--- src/rtl/kim_pkg.sv ---
package kim_pkg;
  localparam int DATA_W   = 8;
  localparam bit ADR_CTRL = 1'b0;
  localparam bit ADR_EN   = 1'b1;
  localparam int CB_MODE  = 0;
  localparam int CB_MASK  = 1;
  localparam int CB_ACK   = 2;
  localparam int CB_DIS   = 3;
  localparam int CB_LVL   = 4;
endpackage

--- src/rtl/kim_sync.sv ---
module kim_sync #(
  parameter int W      = 1,
  parameter int STAGES = 2
) (
  input  logic         clk,
  input  logic         rst,
  input  logic [W-1:0] d,
  output logic [W-1:0] q
);
  logic [STAGES-1:0][W-1:0] chain;

  always_ff @(posedge clk) begin
    if (rst) chain <= '1;
    else begin
      chain[0] <= d;
      for (int i = 1; i < STAGES; i++) chain[i] <= chain[i-1];
    end
  end

  assign q = chain[STAGES-1];
endmodule

--- src/rtl/kim_merge.sv ---
module kim_merge #(
  parameter int NKEY = 8
) (
  input  logic            clk,
  input  logic            rst,
  input  logic [NKEY-1:0] key_s,
  input  logic [NKEY-1:0] key_en,
  input  logic            xpin_s,
  input  logic            xpin_dis,
  output logic            grp_n
);
  logic [NKEY-1:0] gated;

  for (genvar g = 0; g < NKEY; g++) begin : g_gate
    assign gated[g] = key_s[g] | ~key_en[g];
  end

  assign grp_n = (&gated) & (xpin_s | xpin_dis);

  AST_DIS_BLOCKS_XPIN: assert property (@(posedge clk) disable iff (rst)
    (xpin_dis && !xpin_s && ((key_s | ~key_en) == '1)) |-> grp_n);
endmodule

--- src/rtl/kim_latch.sv ---
module kim_latch (
  input  logic clk,
  input  logic rst,
  input  logic grp_n,
  input  logic lvl_mode,
  input  logic clr,
  output logic lat_q
);
  logic grp_d;
  logic fall;
  logic set;

  assign fall = grp_d & ~grp_n;
  assign set  = fall | (lvl_mode & ~grp_n);

  always_ff @(posedge clk) begin
    if (rst) begin
      grp_d <= 1'b1;
      lat_q <= 1'b0;
    end else begin
      grp_d <= grp_n;
      if (clr)      lat_q <= 1'b0;
      else if (set) lat_q <= 1'b1;
    end
  end

  AST_CLEAR_WINS: assert property (@(posedge clk) disable iff (rst)
    clr |=> !lat_q);
  AST_EDGE_SETS: assert property (@(posedge clk) disable iff (rst)
    (fall && !clr) |=> lat_q);
  AST_EDGE_MODE_QUIET: assert property (@(posedge clk) disable iff (rst)
    (!lvl_mode && !fall && !lat_q) |=> !lat_q);
endmodule

--- src/rtl/kim_regs.sv ---
module kim_regs
  import kim_pkg::*;
#(
  parameter int NKEY = 8
) (
  input  logic              clk,
  input  logic              rst,
  input  logic              we,
  input  logic              addr,
  input  logic [DATA_W-1:0] wdata,
  input  logic              xpin_lvl,
  output logic [DATA_W-1:0] rdata,
  output logic [NKEY-1:0]   key_en,
  output logic              lvl_mode,
  output logic              mask,
  output logic              xpin_dis,
  output logic              ack_wr
);
  logic [DATA_W-1:0] ctrl_img;
  logic [DATA_W-1:0] en_img;

  assign ack_wr = we && (addr == ADR_CTRL) && wdata[CB_ACK];

  always_ff @(posedge clk) begin
    if (rst) begin
      key_en   <= '0;
      lvl_mode <= 1'b0;
      mask     <= 1'b0;
      xpin_dis <= 1'b0;
    end else if (we) begin
      if (addr == ADR_EN) key_en <= wdata[NKEY-1:0];
      else begin
        lvl_mode <= wdata[CB_MODE];
        mask     <= wdata[CB_MASK];
        xpin_dis <= wdata[CB_DIS];
      end
    end
  end

  always_comb begin
    ctrl_img          = '0;
    ctrl_img[CB_MODE] = lvl_mode;
    ctrl_img[CB_MASK] = mask;
    ctrl_img[CB_DIS]  = xpin_dis;
    ctrl_img[CB_LVL]  = xpin_lvl;
    en_img            = '0;
    en_img[NKEY-1:0]  = key_en;
  end

  always_ff @(posedge clk) begin
    if (rst) rdata <= '0;
    else     rdata <= (addr == ADR_EN) ? en_img : ctrl_img;
  end

  AST_EN_WRITE: assert property (@(posedge clk) disable iff (rst)
    (we && addr == ADR_EN) |=> key_en == $past(wdata[NKEY-1:0]));
  AST_ACK_READS_ZERO: assert property (@(posedge clk) disable iff (rst)
    (addr == ADR_CTRL) |=> !rdata[CB_ACK]);
endmodule

--- src/rtl/kbd_irq_merge.sv ---
module kbd_irq_merge
  import kim_pkg::*;
#(
  parameter int NKEY   = 8,
  parameter int STAGES = 2
) (
  input  logic              clk,
  input  logic              rst,
  input  logic [NKEY-1:0]   kpin_n,
  input  logic              xpin_n,
  input  logic              reg_we,
  input  logic              reg_addr,
  input  logic [DATA_W-1:0] reg_wdata,
  output logic [DATA_W-1:0] reg_rdata,
  input  logic              irq_ack,
  output logic              irq_req,
  output logic [NKEY-1:0]   pull_en,
  output logic [NKEY-1:0]   dir_in_force
);
  localparam int SW = NKEY + 1;

  logic [SW-1:0]   sync_q;
  logic [NKEY-1:0] key_s;
  logic            xpin_s;
  logic [NKEY-1:0] key_en;
  logic            lvl_mode, mask, xpin_dis, ack_wr;
  logic            grp_n, lat_q;

  kim_sync #(.W(SW), .STAGES(STAGES)) u_sync (
    .clk(clk), .rst(rst), .d({xpin_n, kpin_n}), .q(sync_q)
  );
  assign key_s  = sync_q[NKEY-1:0];
  assign xpin_s = sync_q[NKEY];

  kim_regs #(.NKEY(NKEY)) u_regs (
    .clk(clk), .rst(rst), .we(reg_we), .addr(reg_addr), .wdata(reg_wdata),
    .xpin_lvl(xpin_s), .rdata(reg_rdata), .key_en(key_en),
    .lvl_mode(lvl_mode), .mask(mask), .xpin_dis(xpin_dis), .ack_wr(ack_wr)
  );

  kim_merge #(.NKEY(NKEY)) u_merge (
    .clk(clk), .rst(rst), .key_s(key_s), .key_en(key_en),
    .xpin_s(xpin_s), .xpin_dis(xpin_dis), .grp_n(grp_n)
  );

  kim_latch u_latch (
    .clk(clk), .rst(rst), .grp_n(grp_n), .lvl_mode(lvl_mode),
    .clr(ack_wr | irq_ack), .lat_q(lat_q)
  );

  always_ff @(posedge clk) begin
    if (rst) irq_req <= 1'b0;
    else     irq_req <= lat_q & ~mask;
  end

  assign pull_en      = key_en;
  assign dir_in_force = key_en;

  AST_MASK_BLOCKS: assert property (@(posedge clk) disable iff (rst)
    mask |=> !irq_req);
  AST_SERVICE_CLEARS: assert property (@(posedge clk) disable iff (rst)
    irq_ack |=> ##1 !irq_req);
endmodule

--- config.mk ---
export PLATFORM = sky130hd
export DESIGN_NAME = kbd_irq_merge
export DESIGN_NICKNAME = d
export VERILOG_FILES = /design/src/rtl/kim_pkg.sv /design/src/rtl/kim_sync.sv /design/src/rtl/kim_merge.sv /design/src/rtl/kim_latch.sv /design/src/rtl/kim_regs.sv /design/src/rtl/kbd_irq_merge.sv
export SDC_FILE = /design/constraint.sdc
export NUM_CORES = 1
export LEC_CHECK = 0
export ABC_AREA = 1
export BUFFER_PORTS_ARGS = -buffer_cell sky130_fd_sc_hd__clkbuf_2
export CORE_UTILIZATION = 46
export CTS_CLUSTER_DIAMETER = 30
export CTS_CLUSTER_SIZE = 10
export DETAILED_ROUTE_END_ITERATION = 16
export PLACE_DENSITY = 0.83
export REMOVE_ABC_BUFFERS = 1
export SETUP_SLACK_MARGIN = 0.5
export SYNTH_ARGS = -nofsm -noshare
export SYNTH_HDL_FRONTEND = slang
export SYNTH_SLANG_ARGS = --single-unit
export TNS_END_PERCENT = 20
--- constraint.sdc ---
create_clock -name clk -period 1.65 [get_ports clk]
set_input_delay 0.165 -clock clk [delete_from_list [all_inputs] [get_ports clk]]
set_output_delay 0.165 -clock clk [all_outputs]
set_load 0.02 [all_outputs]
==> results.md, run 1 <==
- Outcome: finished, final reports clean
- Layer carrying the most global-route usage: met2
- Setup clock skew after layout: 0.00927 ns
- Synth Register Bits: 40
- Crit path largest cell delay: 0.42 ns
- CTS H-tree depth: 2
- CP Data Required Time: 1.48 ns
- Die Y: 56.4 um
- Vias/cell: 4.45
- Initial core utilization: 0.489
- Placed cell areas: 0.00154 mm^2
- I/O Pins: 47
- Num CTS Buffers: 5
- Die ar.: 0.00318 mm^2
- Hold WC Path Type: input port to register
- Total GRT Usage: 0.137
- Clock buffer depth: 2
- GR met3 Demand/Resource: 0.0507
- CTS root buf: clkbuf_4
- Core Region: 0.00278 mm^2
- Cell variety after synth: 18
- Final #Nets: 216
- Max Cap Viol: 0
- Largest net degree at the start of global routing: 22
- Sequential area share after synthesis: 0.589
- Initial antenna violation count: 0
- Mapped Area: 0.00136 mm^2
- Initial drt markers: 10
- GRT Residual Overflow: 0
- # rows: 19
- Port bufs: 46
- Yosys Warn Count: 0
- Critical path's slowest cell: dfxtp_1
- N_diodes: 0
- Max_slew headroom: 0.708
- Fin. max-slew vios: 0
- TNS Setup: 0 ns
- Routing usage on met2: 0.223
- Crit-path max FO: 5
- Tmin final: 1.11 ns
- Crit end category: output port
- Post-CTS Setup Inserts: 0
- Critical Path AT: 0.95 ns
- Vias in the first global route: 782
- Final ANT Viol Nets: 0
- Crit-path leading delay family: flip-flops
- Fraction of layout cells with a size suffix above 1: 0.412
- Setup slack after layout: 0.540 ns
- Element type at the critical path start: register
- Power Dens Cells: 1080 mW/mm^2
- Sinks on the clock net: 40
- M1 GR Usage: 0.157
- Cell count after synthesis: 151
- DR vias: 1001
- Clk pin slew, worst setup/hold paths: 0.10 ns
- Final Hold Fails: 0
- Crit-path cells: clkbuf_2
- Worst vdd ir: 0.743 mV
- Setup WS pre-CTS: 0.481 ns
- Die width: 56.4 um
- TritonCTS clock tree: yes
- Clk_lat worst skew: 0.33 ns
- Final Hold Slack: 0.0114 ns
- Synthesized area per cell: 9.00 um^2
- # setup viols final: 0
- Number of detailed-route iterations in the first pass: 4
- Final cell area excluding filler cells: 0.00163 mm^2
- Drt wl/cell: 9.41 um
- Fmax: 901 MHz
- DRC viols: 0
- Slew @ Worst Pin: 0.437 ns
- Period utilization: 0.673
- Area delta synth->final: 20.0%
- Buf/Inv on CP: 1
- Dpl hpwl: 1500 um
- First-pass GRT wire length: 3250 um
- Leakage: 0.000806 uW
- GPL Wtd Cong: 0.818
- Critical Setup Path Class: register to output port
- Detailed Route WL: 2120 um
- RSZ-0062 raised after global routing: yes
[stage by stage]
step / utilization / power, uW / instances
finish: 0.586 / 1760 / 225
global route: 0.586 / 1850 / 225
CTS: 0.578 / 1770 / 223
detailed placement: 0.555 / 1260 / 216
global placement: 0.555 / 1260 / 216
floorplan: - / 1180 / 139
[layout make-up]
type	instances	area (um^2)
Inverter	18	67.6
Multi-Input combinational cell	81	407
Tap cell	31	38.8
Fill cell	265	1150
Sequential cell	40	802
Clock buffer	7	65.1
Timing Repair Buffer	48	250
[final timing paths]
kind	startpoint	to	slack (ns)	cells after the start
max reg2reg	u_regs.key_en[0]$_SDFFE_PP0P_	u_latch.lat_q$_SDFFE_PP0P_	0.65	6
min reg2reg	u_sync.chain[8]$_SDFF_PP1_	u_sync.q[8]$_SDFF_PP1_	0.41	1
min	kpin_n[7]	u_sync.chain[7]$_SDFF_PP1_	0.01	2
max	u_regs.key_en[4]$_SDFFE_PP0P_	dir_in_force[4]	0.54	1
[kinds of logic after synthesis]
| group | Yosys count | synth area share |
|---|---|---|
| DFF | 40 | 0.589 |
| AOI/OAI and AO/OA | 29 | 0.115 |
| and+or+nand+nor | 52 | 0.184 |
| buffers and inverters | 30 | 0.111 |
[sequential cells by signal, indices dropped and copies added (netlist names)]
signal	cells
u_regs.xpin_dis	1
u_latch.lat_q	1
u_sync.q	9
u_regs.lvl_mode	1
u_regs.rdata	8
u_sync.chain	9
u_regs.mask	1
u_regs.key_en	8
u_latch.grp_d	1
irq_req	1
[Yosys cell counts]
cell / number / area, um^2
o21ai_1: 2 / 10.0
inv_1: 16 / 60.1
or2_2: 19 / 119
inv_2: 2 / 7.51
o21ai_0: 14 / 70.1
buf_4: 8 / 60.1
clkbuf_1: 2 / 7.51
nand3_1: 1 / 5.00
nor3_1: 1 / 5.00
nor2_1: 17 / 63.8
dfxtp_1: 40 / 801
nand2_2: 2 / 12.5
nand2_1: 12 / 45.0
buf_6: 1 / 11.3
buf_2: 1 / 5.00
o21ai_2: 2 / 17.5
a21oi_2: 1 / 8.76
a21oi_1: 10 / 50.1
[timing repair]
action	CTS	global route
endpoints found under the hold margin	0	2
hold buffers	0	2
resized for setup	0	1
setup endpoints to repair	0	6
[cell usage in the layout (no fill, tap or decap)]
cell and instances:
clkbuf_8 2, a21oi_1 10, nand2_2 2, clkbuf_4 5
inv_2 2, or2_2 19, nor3_1 1, a21oi_2 1
dfxtp_2 1, o21ai_1 2, clkbuf_2 46, nand3_1 1
o21ai_0 14, nand2_1 12, nor2_1 17, dlygate4sd3_1 2
o21ai_2 2, dfxtp_1 39, inv_1 16
[report_power, final]
group          internal (uW)  switching (uW)
registers               1020            21.8
logic                   80.4             121
clock network            242             276
[routing by layer]
layer / part of all wire / vias up / wire length (um)
met4: 0.017 / 0 / 35
li1: - / 543 / -
met3: 0.047 / 5 / 100
met5: 0 / - / 0
met2: 0.48 / 29 / 1010
met1: 0.46 / 424 / 973
(Power assumes the default switching activity.)
==> inputs of run 2 (changes only) <==
--- a/config.mk
+++ b/config.mk
@@ -5,7 +5,7 @@
 export SDC_FILE = /design/constraint.sdc
 export NUM_CORES = 1
 export LEC_CHECK = 0
-export ABC_AREA = 1
+export ABC_AREA = 0
 export BUFFER_PORTS_ARGS = -buffer_cell sky130_fd_sc_hd__clkbuf_2
 export CORE_UTILIZATION = 46
 export CTS_CLUSTER_DIAMETER = 30
==> constraint.sdc (replaced) <==
create_clock -name clk -period 1.05 [get_ports clk]
set_input_delay 0.105 -clock clk [delete_from_list [all_inputs] [get_ports clk]]
set_output_delay 0.105 -clock clk [all_outputs]
set_load 0.02 [all_outputs]
==> run 2 against run 1 <==
The run now ends with hold timing, setup timing left. Count of clock-buffer cells in the layout increased by 1. Power increased by 63%. Worst hold slack got worse by 0.078 ns. Via count increased by 13%. Routed wire length increased by 56%. Area after synthesis about the same. Register-to-register slack got worse by 0.69 ns. Clock power increased by 54%. Critical path depth increased by 3. Critical endpoint is now u_latch.lat_q$_SDFFE_PP0P_. Highest routed layer unchanged.
==> results.md, run 2 <==
- Outcome: finished with violations
- Failing checks: hold timing, setup timing
- Leakage: 0.000903 uW (+12%)
- Post-synth ARST share: 0 (unchanged)
- CP Data Required Time: 1.28 ns (-0.20 ns)
- Fill count: 152 (-43%)
- Initial core utilization: 0.489 (about the same)
- Vias/cell: 5.12 (+15%)
- Critical Setup Path Class: register to register
- Ranking of synthesized cells by area: dfxtp_1 59%, or2_2 8.3%, mux2i_1 5.2%
- Initial antenna violation count: 0 (unchanged)
- Num CTS Buffers: 5 (unchanged)
- Fin. max-slew vios: 0 (unchanged)
- Hold path cells: 2 (unchanged)
- Largest net degree at the start of global routing: 24 (+9.1%)
- Critical Path AT: 1.33 ns (+0.38 ns)
- Total GRT Usage: 0.224 (+0.0868)
- Cell count after synthesis: 137 (-9.3%)
- Setup clock skew after layout: 0.0181 ns (+0.00886 ns)
- Final #Nets: 212 (-1.9%)
- R2R Path End: u_latch.lat_q$_SDFFE_PP0P_
- RSZ-0062 raised after global routing: yes
- Clk pin slew, worst setup/hold paths: 0.12 ns (+0.02 ns)
- Hold path endpoint: u_sync.chain[8]$_SDFF_PP1_
- First-pass GRT wire length: 5220 um (+61%)
- TritonCTS clock tree: yes
- I/O Pins: 47 (unchanged)
- Simple logic cell fraction of the synthesized area: 0.191 (+0.00719)
- Seq. cell area: 833 um^2 (+3.9%)
- DR vias: 1136 (+13%)
- Sinks on the clock net: 40 (unchanged)
- CTS root buf: clkbuf_4
- Initial drt markers: 29 (+19)
- Pwr Total: 2860 uW (+63%)
- Period utilization: 1.04
- Share of the synthesized area in the top cell type: 0.589 (about the same)
- FF-to-FF Start: u_regs.key_en[2]$_SDFFE_PP0P_
- Startpoint of the worst hold path: xpin_n
- Clock buffer depth: 2 (unchanged)
- Worst vdd ir: 1.46 mV (+96%)
- Area delta synth->final: 56.0%
- Most frequent cells in the layout: 23 x dfxtp_2, 23 x buf_8, 21 x clkbuf_2
- Detailed Route WL: 3310 um (+56%)
- Multi-input gate area: 551 um^2 (+35%)
- DRC viols: 0 (unchanged)
- Die Y: 56.4 um (about the same)
- R2R cell count: 4 (-2)
- Max Cap Viol: 0 (unchanged)
- # rows: 19 (unchanged)
- Setup slack after layout: -0.0406 ns (-0.580 ns)
- # setup viols final: 5 (+5)
- Number of detailed-route iterations in the first pass: 4 (unchanged)
- EDFF count, synth: 0 (unchanged)
- Commonest cells in the netlist: 40 x dfxtp_1, 18 x or2_2, 10 x nand2_1
- Power Dens Cells: 1350 mW/mm^2 (+25%)
- Fmax: 917 MHz
- TNS Setup: -0.100 ns (-0.100 ns)
- Core Region: 0.00278 mm^2 (unchanged)
- Synth Area in Adders: 0 (unchanged)
- GPL Wtd Cong: 0.912 (+12%)
- Hold WC Path Type: input port to register
- Max_slew headroom: 0.727 (+0.0186)
- Synthesized area per cell: 9.93 um^2 (+10%)
- Post-synthesis xor/xnor area fraction: 0 (unchanged)
- Final Hold Slack: -0.0670 ns (-0.0785 ns)
- Reg2Reg Setup Slack: -0.04 ns (-0.69 ns)
- Mapped Area: 0.00136 mm^2 (about the same)
- Dpl hpwl: 1930 um (+28%)
- Drt wl/cell: 14.9 um (+59%)
- Crit-path cells: inv_2, o22ai_4, nor4_4, a21oi_1
- Yosys Warn Count: 0 (unchanged)
- Slew @ Worst Pin: 0.409 ns (-0.0274 ns)
- Die width: 56.4 um (about the same)
- Vias in the first global route: 1130 (+45%)
- CTS H-tree depth: 2 (unchanged)
- Critical path's slowest cell: dfxtp_2
- DP Cell Count: 209 (-3.2%)
- Mux contribution to synthesized area: 0.0515 (+0.0515)
- Fraction of layout cells with a size suffix above 1: 0.691 (+0.279)
- Synth Flop Type: dfxtp_1
- Area leader, netlist: dfxtp_1
- Element type at the critical path start: register
- Cell variety after synth: 21 (+3)
- Count leader, synth: dfxtp_1
- Tmin final: 1.09 ns
- Crit path largest cell delay: 0.35 ns (-0.07 ns)
- Crit-path max FO: 2 (-3)
- Final ANT Viol Nets: 0 (unchanged)
- Largest family of logic cells by synthesized area: simple AND/OR/NAND/NOR gates
- Sequential area share after synthesis: 0.589 (about the same)
- N_diodes: 0 (unchanged)
- Final Hold Fails: 10 (+10)
- Clk_lat worst skew: 0.36 ns (+0.03 ns)
- Port bufs: 46 (unchanged)
- Synth Register Bits: 40 (unchanged)
- GRT Residual Overflow: 0 (unchanged)
- Compound-Gate Fraction of Synth Area: 0.0699 (-0.0452)
- Die ar.: 0.00318 mm^2 (about the same)
- Final Non-Filler Cells: 222 (-1.3%)
- Final design utilization: 0.763 (+0.177)
- Crit end category: register
run 2: cell count changes in the layout (fill, tap and decap cells not counted), sizes merged, moves of 9 or more:
cell	previous run	this run
buf	0	38
clkbuf	53	31
o21ai	18	0
nor2	17	7
inv	18	9
run 2: cells by family (layout without fill, tap and decap cells):
family	Yosys count	in the layout
buffers and inverters	24	78
DFF	40	40
muxes	7	7
and+or+nand+nor	51	51
AOI/OAI and AO/OA	15	15
run 2: power by group:
group | total, uW | switching, uW | internal, uW
combinational | 440 | 209 | 231
clock | 796 | 465 | 330
sequential | 1630 | 40.9 | 1590
run 2: layout make-up:
class / count / area share
repair buffers: 61 / 0.285
multi-input cells: 73 / 0.259
clock buffers: 8 / 0.0277
well taps: 31 / 0.0183
flip-flops and latches: 40 / 0.393
inverters: 9 / 0.0171
run 2: layer usage:
| metal | track usage | vias up | share of wire |
|---|---|---|---|
| met5 | 0 | - | 0 |
| met4 | 0.136 | 0 | 0.032 |
| met3 | 0.0853 | 11 | 0.064 |
| met2 | 0.376 | 57 | 0.52 |
| met1 | 0.237 | 527 | 0.39 |
| li1 | - | 541 | - |
run 2: worst max path at each step:
stage                                   from                    endpoint  slack, ns  cells after the start
2_1_floorplan  u_regs.key_en[3]$_SDFFE_PP0P_    u_latch.grp_d$_SDFF_PP1_      -0.18                      4
3_5_place_dp   u_regs.key_en[3]$_SDFFE_PP0P_  u_latch.lat_q$_SDFFE_PP0P_      -0.14                      4
5_1_grt        u_regs.key_en[5]$_SDFFE_PP0P_  u_latch.lat_q$_SDFFE_PP0P_      -0.13                      4
4_1_cts        u_regs.key_en[1]$_SDFFE_PP0P_             dir_in_force[1]      -0.03                      2
6_report       u_regs.key_en[2]$_SDFFE_PP0P_  u_latch.lat_q$_SDFFE_PP0P_      -0.04                      4
3_3_place_gp          u_sync.q[1]$_SDFF_PP1_  u_latch.lat_q$_SDFFE_PP0P_       0.03                      4
run 2: per-stage QoR:
step / worst slack (ns) / hold slack, ns / area [um^2]
finish: -0.0406 / -0.0670 / 2120
global route: -0.126 / -0.0868 / 2120
CTS: -0.0314 / -0.0789 / 1980
detailed placement: -0.143 / 0.290 / 1610
global placement: 0.0320 / 0.287 / 1610
floorplan: -0.176 / 0.174 / 1260
run 2: critical path, delay by kind of cell (launching register included):
family | cells | cell delay, ns
and+or+nand+nor | 1 | 0.32
AOI/OAI and AO/OA | 2 | 0.21
buffers and inverters | 1 | 0.08
DFF | 1 | 0.35
run 2: repair_timing:
| item | CTS | global route |
|---|---|---|
| endpoints found under the hold margin | 15 | 12 |
| gates resized for setup | 84 | 46 |
| buffers inserted | 2 | 3 |
| setup endpoints to repair | 56 | 56 |
| pin swaps | 27 | 24 |
==> inputs of run 3 (changes only) <==
==> constraint.sdc (replaced) <==
create_clock -name clk -period 1.2 [get_ports clk]
set_input_delay 0.12 -clock clk [delete_from_list [all_inputs] [get_ports clk]]
set_output_delay 0.12 -clock clk [all_outputs]
set_load 0.02 [all_outputs]
==> run 3 against run 2 <==
The flow finishes with violations (hold timing). Via count is 5.6% lower. Register-to-register slack improved by 0.23 ns. Final area decreased by 14%. Final cell count shrank 2.7%. Critical endpoint is now dir_in_force[1]. Largest power group unchanged.
==> results.md, run 3 (synthesis gave the netlist of run 2 again) <==
- Clock buffer depth: 2 (unchanged)
- CTS H-tree depth: 2 (unchanged)
- # setup viols final: 0 (-5)
- Total GRT Usage: 0.186 (-0.0385)
- Failing checks: hold timing
- Initial drt markers: 27 (-6.9%)
- Number of detailed-route iterations in the first pass: 4 (unchanged)
- Initial antenna violation count: 0 (unchanged)
- Hold Buf Count CTS: 4
- Final #Nets: 206 (-2.8%)
- TritonCTS clock tree: yes
- Die width: 56.4 um (unchanged)
- Critical Path AT: 0.93 ns (-0.40 ns)
- GPL Wtd Cong: 0.841 (-7.8%)
- Fmax: 953 MHz
- Slew @ Worst Pin: 0.431 ns (+0.0218 ns)
- Setup clock skew after layout: 0.0216 ns (+0.00352 ns)
- R2R cell count: 4 (unchanged)
- Setup slack after layout: 0.151 ns (+0.192 ns)
- Fill count: 214 (+41%)
- Outcome: finished with violations
- Tmin final: 1.05 ns
- Leakage: 0.000807 uW (-11%)
- Port bufs: 46 (unchanged)
- Detailed Route WL: 2770 um (-16%)
- Hold WC Path Type: input port to register
- Dpl hpwl: 1750 um (-9.1%)
- Commonest non-fill, non-tap cell in the layout: clkbuf_2
- I/O Pins: 47 (unchanged)
- Final Hold Fails: 9 (-1)
- Crit end category: output port
- FF-to-FF Start: u_regs.key_en[3]$_SDFFE_PP0P_
- Final ANT Viol Nets: 0 (unchanged)
- Max Cap Viol: 0 (unchanged)
- Core Region: 0.00278 mm^2 (unchanged)
- Setup WS pre-CTS: 0.0699 ns (+0.213 ns)
- Fin. max-slew vios: 0 (unchanged)
- Worst setup path startpoint: u_regs.key_en[1]$_SDFFE_PP0P_
- Drt wl/cell: 12.8 um (-14%)
- # rows: 19 (unchanged)
- Pwr Total: 2620 uW (-8.6%)
- N_diodes: 0 (unchanged)
- DR vias: 1072 (-5.6%)
- Fraction of layout cells with a size suffix above 1: 0.519 (-0.172)
- Vias in the first global route: 912 (-19%)
- Reg2Reg Setup Slack: 0.19 ns (+0.23 ns)
- RSZ-0062 raised after global routing: yes
- CP Data Required Time: 1.08 ns (-0.20 ns)
- Max_slew headroom: 0.713 (-0.0146)
- First-pass GRT wire length: 4280 um (-18%)
- Most frequent cells in the layout: 37 x clkbuf_2, 32 x dfxtp_1, 18 x or2_2
- Clk_lat worst skew: 0.35 ns (about the same)
- Period utilization: 0.874
- Multi-input gate area: 457 um^2 (-17%)
- Area delta synth->final: 34.0%
- Crit-path max FO: 3 (+1)
- GRT Residual Overflow: 0 (unchanged)
- Power Dens Cells: 1440 mW/mm^2 (+6.4%)
- R2R Path End: u_latch.grp_d$_SDFF_PP1_
- Die Y: 56.4 um (unchanged)
- DRC viols: 0 (unchanged)
- Vias/cell: 4.96 (-3.0%)
- Element type at the critical path start: register
- Num CTS Buffers: 5 (unchanged)
- Final Hold Slack: -0.0457 ns (+0.0213 ns)
- CTS root buf: clkbuf_4
- Clk pin slew, worst setup/hold paths: 0.11 ns (about the same)
- Initial core utilization: 0.489 (unchanged)
- Worst vdd ir: 1.17 mV (-20%)
- Die ar.: 0.00318 mm^2 (unchanged)
- Sinks on the clock net: 40 (unchanged)
- Crit path capture: dir_in_force[1]
- Largest net degree at the start of global routing: 28 (+17%)
- Seq. cell area: 821 um^2 (-1.5%)
- Final design utilization: 0.655 (-0.108)
- Critical Setup Path Class: register to output port
-- run 3: routing by layer --
metal	track usage	vias to the layer above	wire length, um
met1	0.205	487	1150
met3	0.0876	6	177
li1	-	535	-
met2	0.289	44	1380
met5	0	-	0
met4	0.111	0	68
-- run 3: area by class of cell --
class                      instances  area share
clock inverter                     2      0.0213
inverter                           9      0.0199
tap                               31      0.0213
timing repair buffer              55       0.209
clock buffer                       6      0.0281
multi-input combinational         73       0.251
sequential                        40       0.450
-- run 3: per-stage QoR --
step	std cells	setup TNS (ns)	cell area, um^2
2_1_floorplan	122	-0.0262	1260
3_3_place_gp	203	0	1560
3_5_place_dp	203	0	1560
4_1_cts	216	0	1780
5_1_grt	216	0	1820
6_report	216	0	1820
-- run 3: worst min-delay path by stage --
stage                     cells past startpoint  slack, ns       from                             to
after floorplan                               1       0.19        rst  u_regs.key_en[0]$_SDFFE_PP0P_
after global placement                        2       0.30  kpin_n[0]     u_sync.chain[0]$_SDFF_PP1_
after detailed placement                      2       0.30  kpin_n[7]     u_sync.chain[7]$_SDFF_PP1_
after CTS                                     2      -0.06  kpin_n[7]     u_sync.chain[7]$_SDFF_PP1_
after global routing                          2      -0.07  kpin_n[7]     u_sync.chain[7]$_SDFF_PP1_
final                                         2      -0.05  kpin_n[7]     u_sync.chain[7]$_SDFF_PP1_
-- run 3: timing repair --
action,CTS,global route
endpoints found under the setup margin,32,40
cloned,0,0
endpoints found under the hold margin,13,9
resized for setup,24,21
buffers inserted,1,0
pin swaps,5,0
-- run 3: critical path, stage by stage, from the launching register on --
cell	delay, ns
dfxtp_2	0.35
buf_6	0.12
buf_8	0.12
-- run 3: report_power, final --
part | total, uW | switching (uW) | internal (uW)
Combinational | 283 | 148 | 135
Sequential | 1410 | 32.3 | 1380
Clock | 921 | 422 | 499
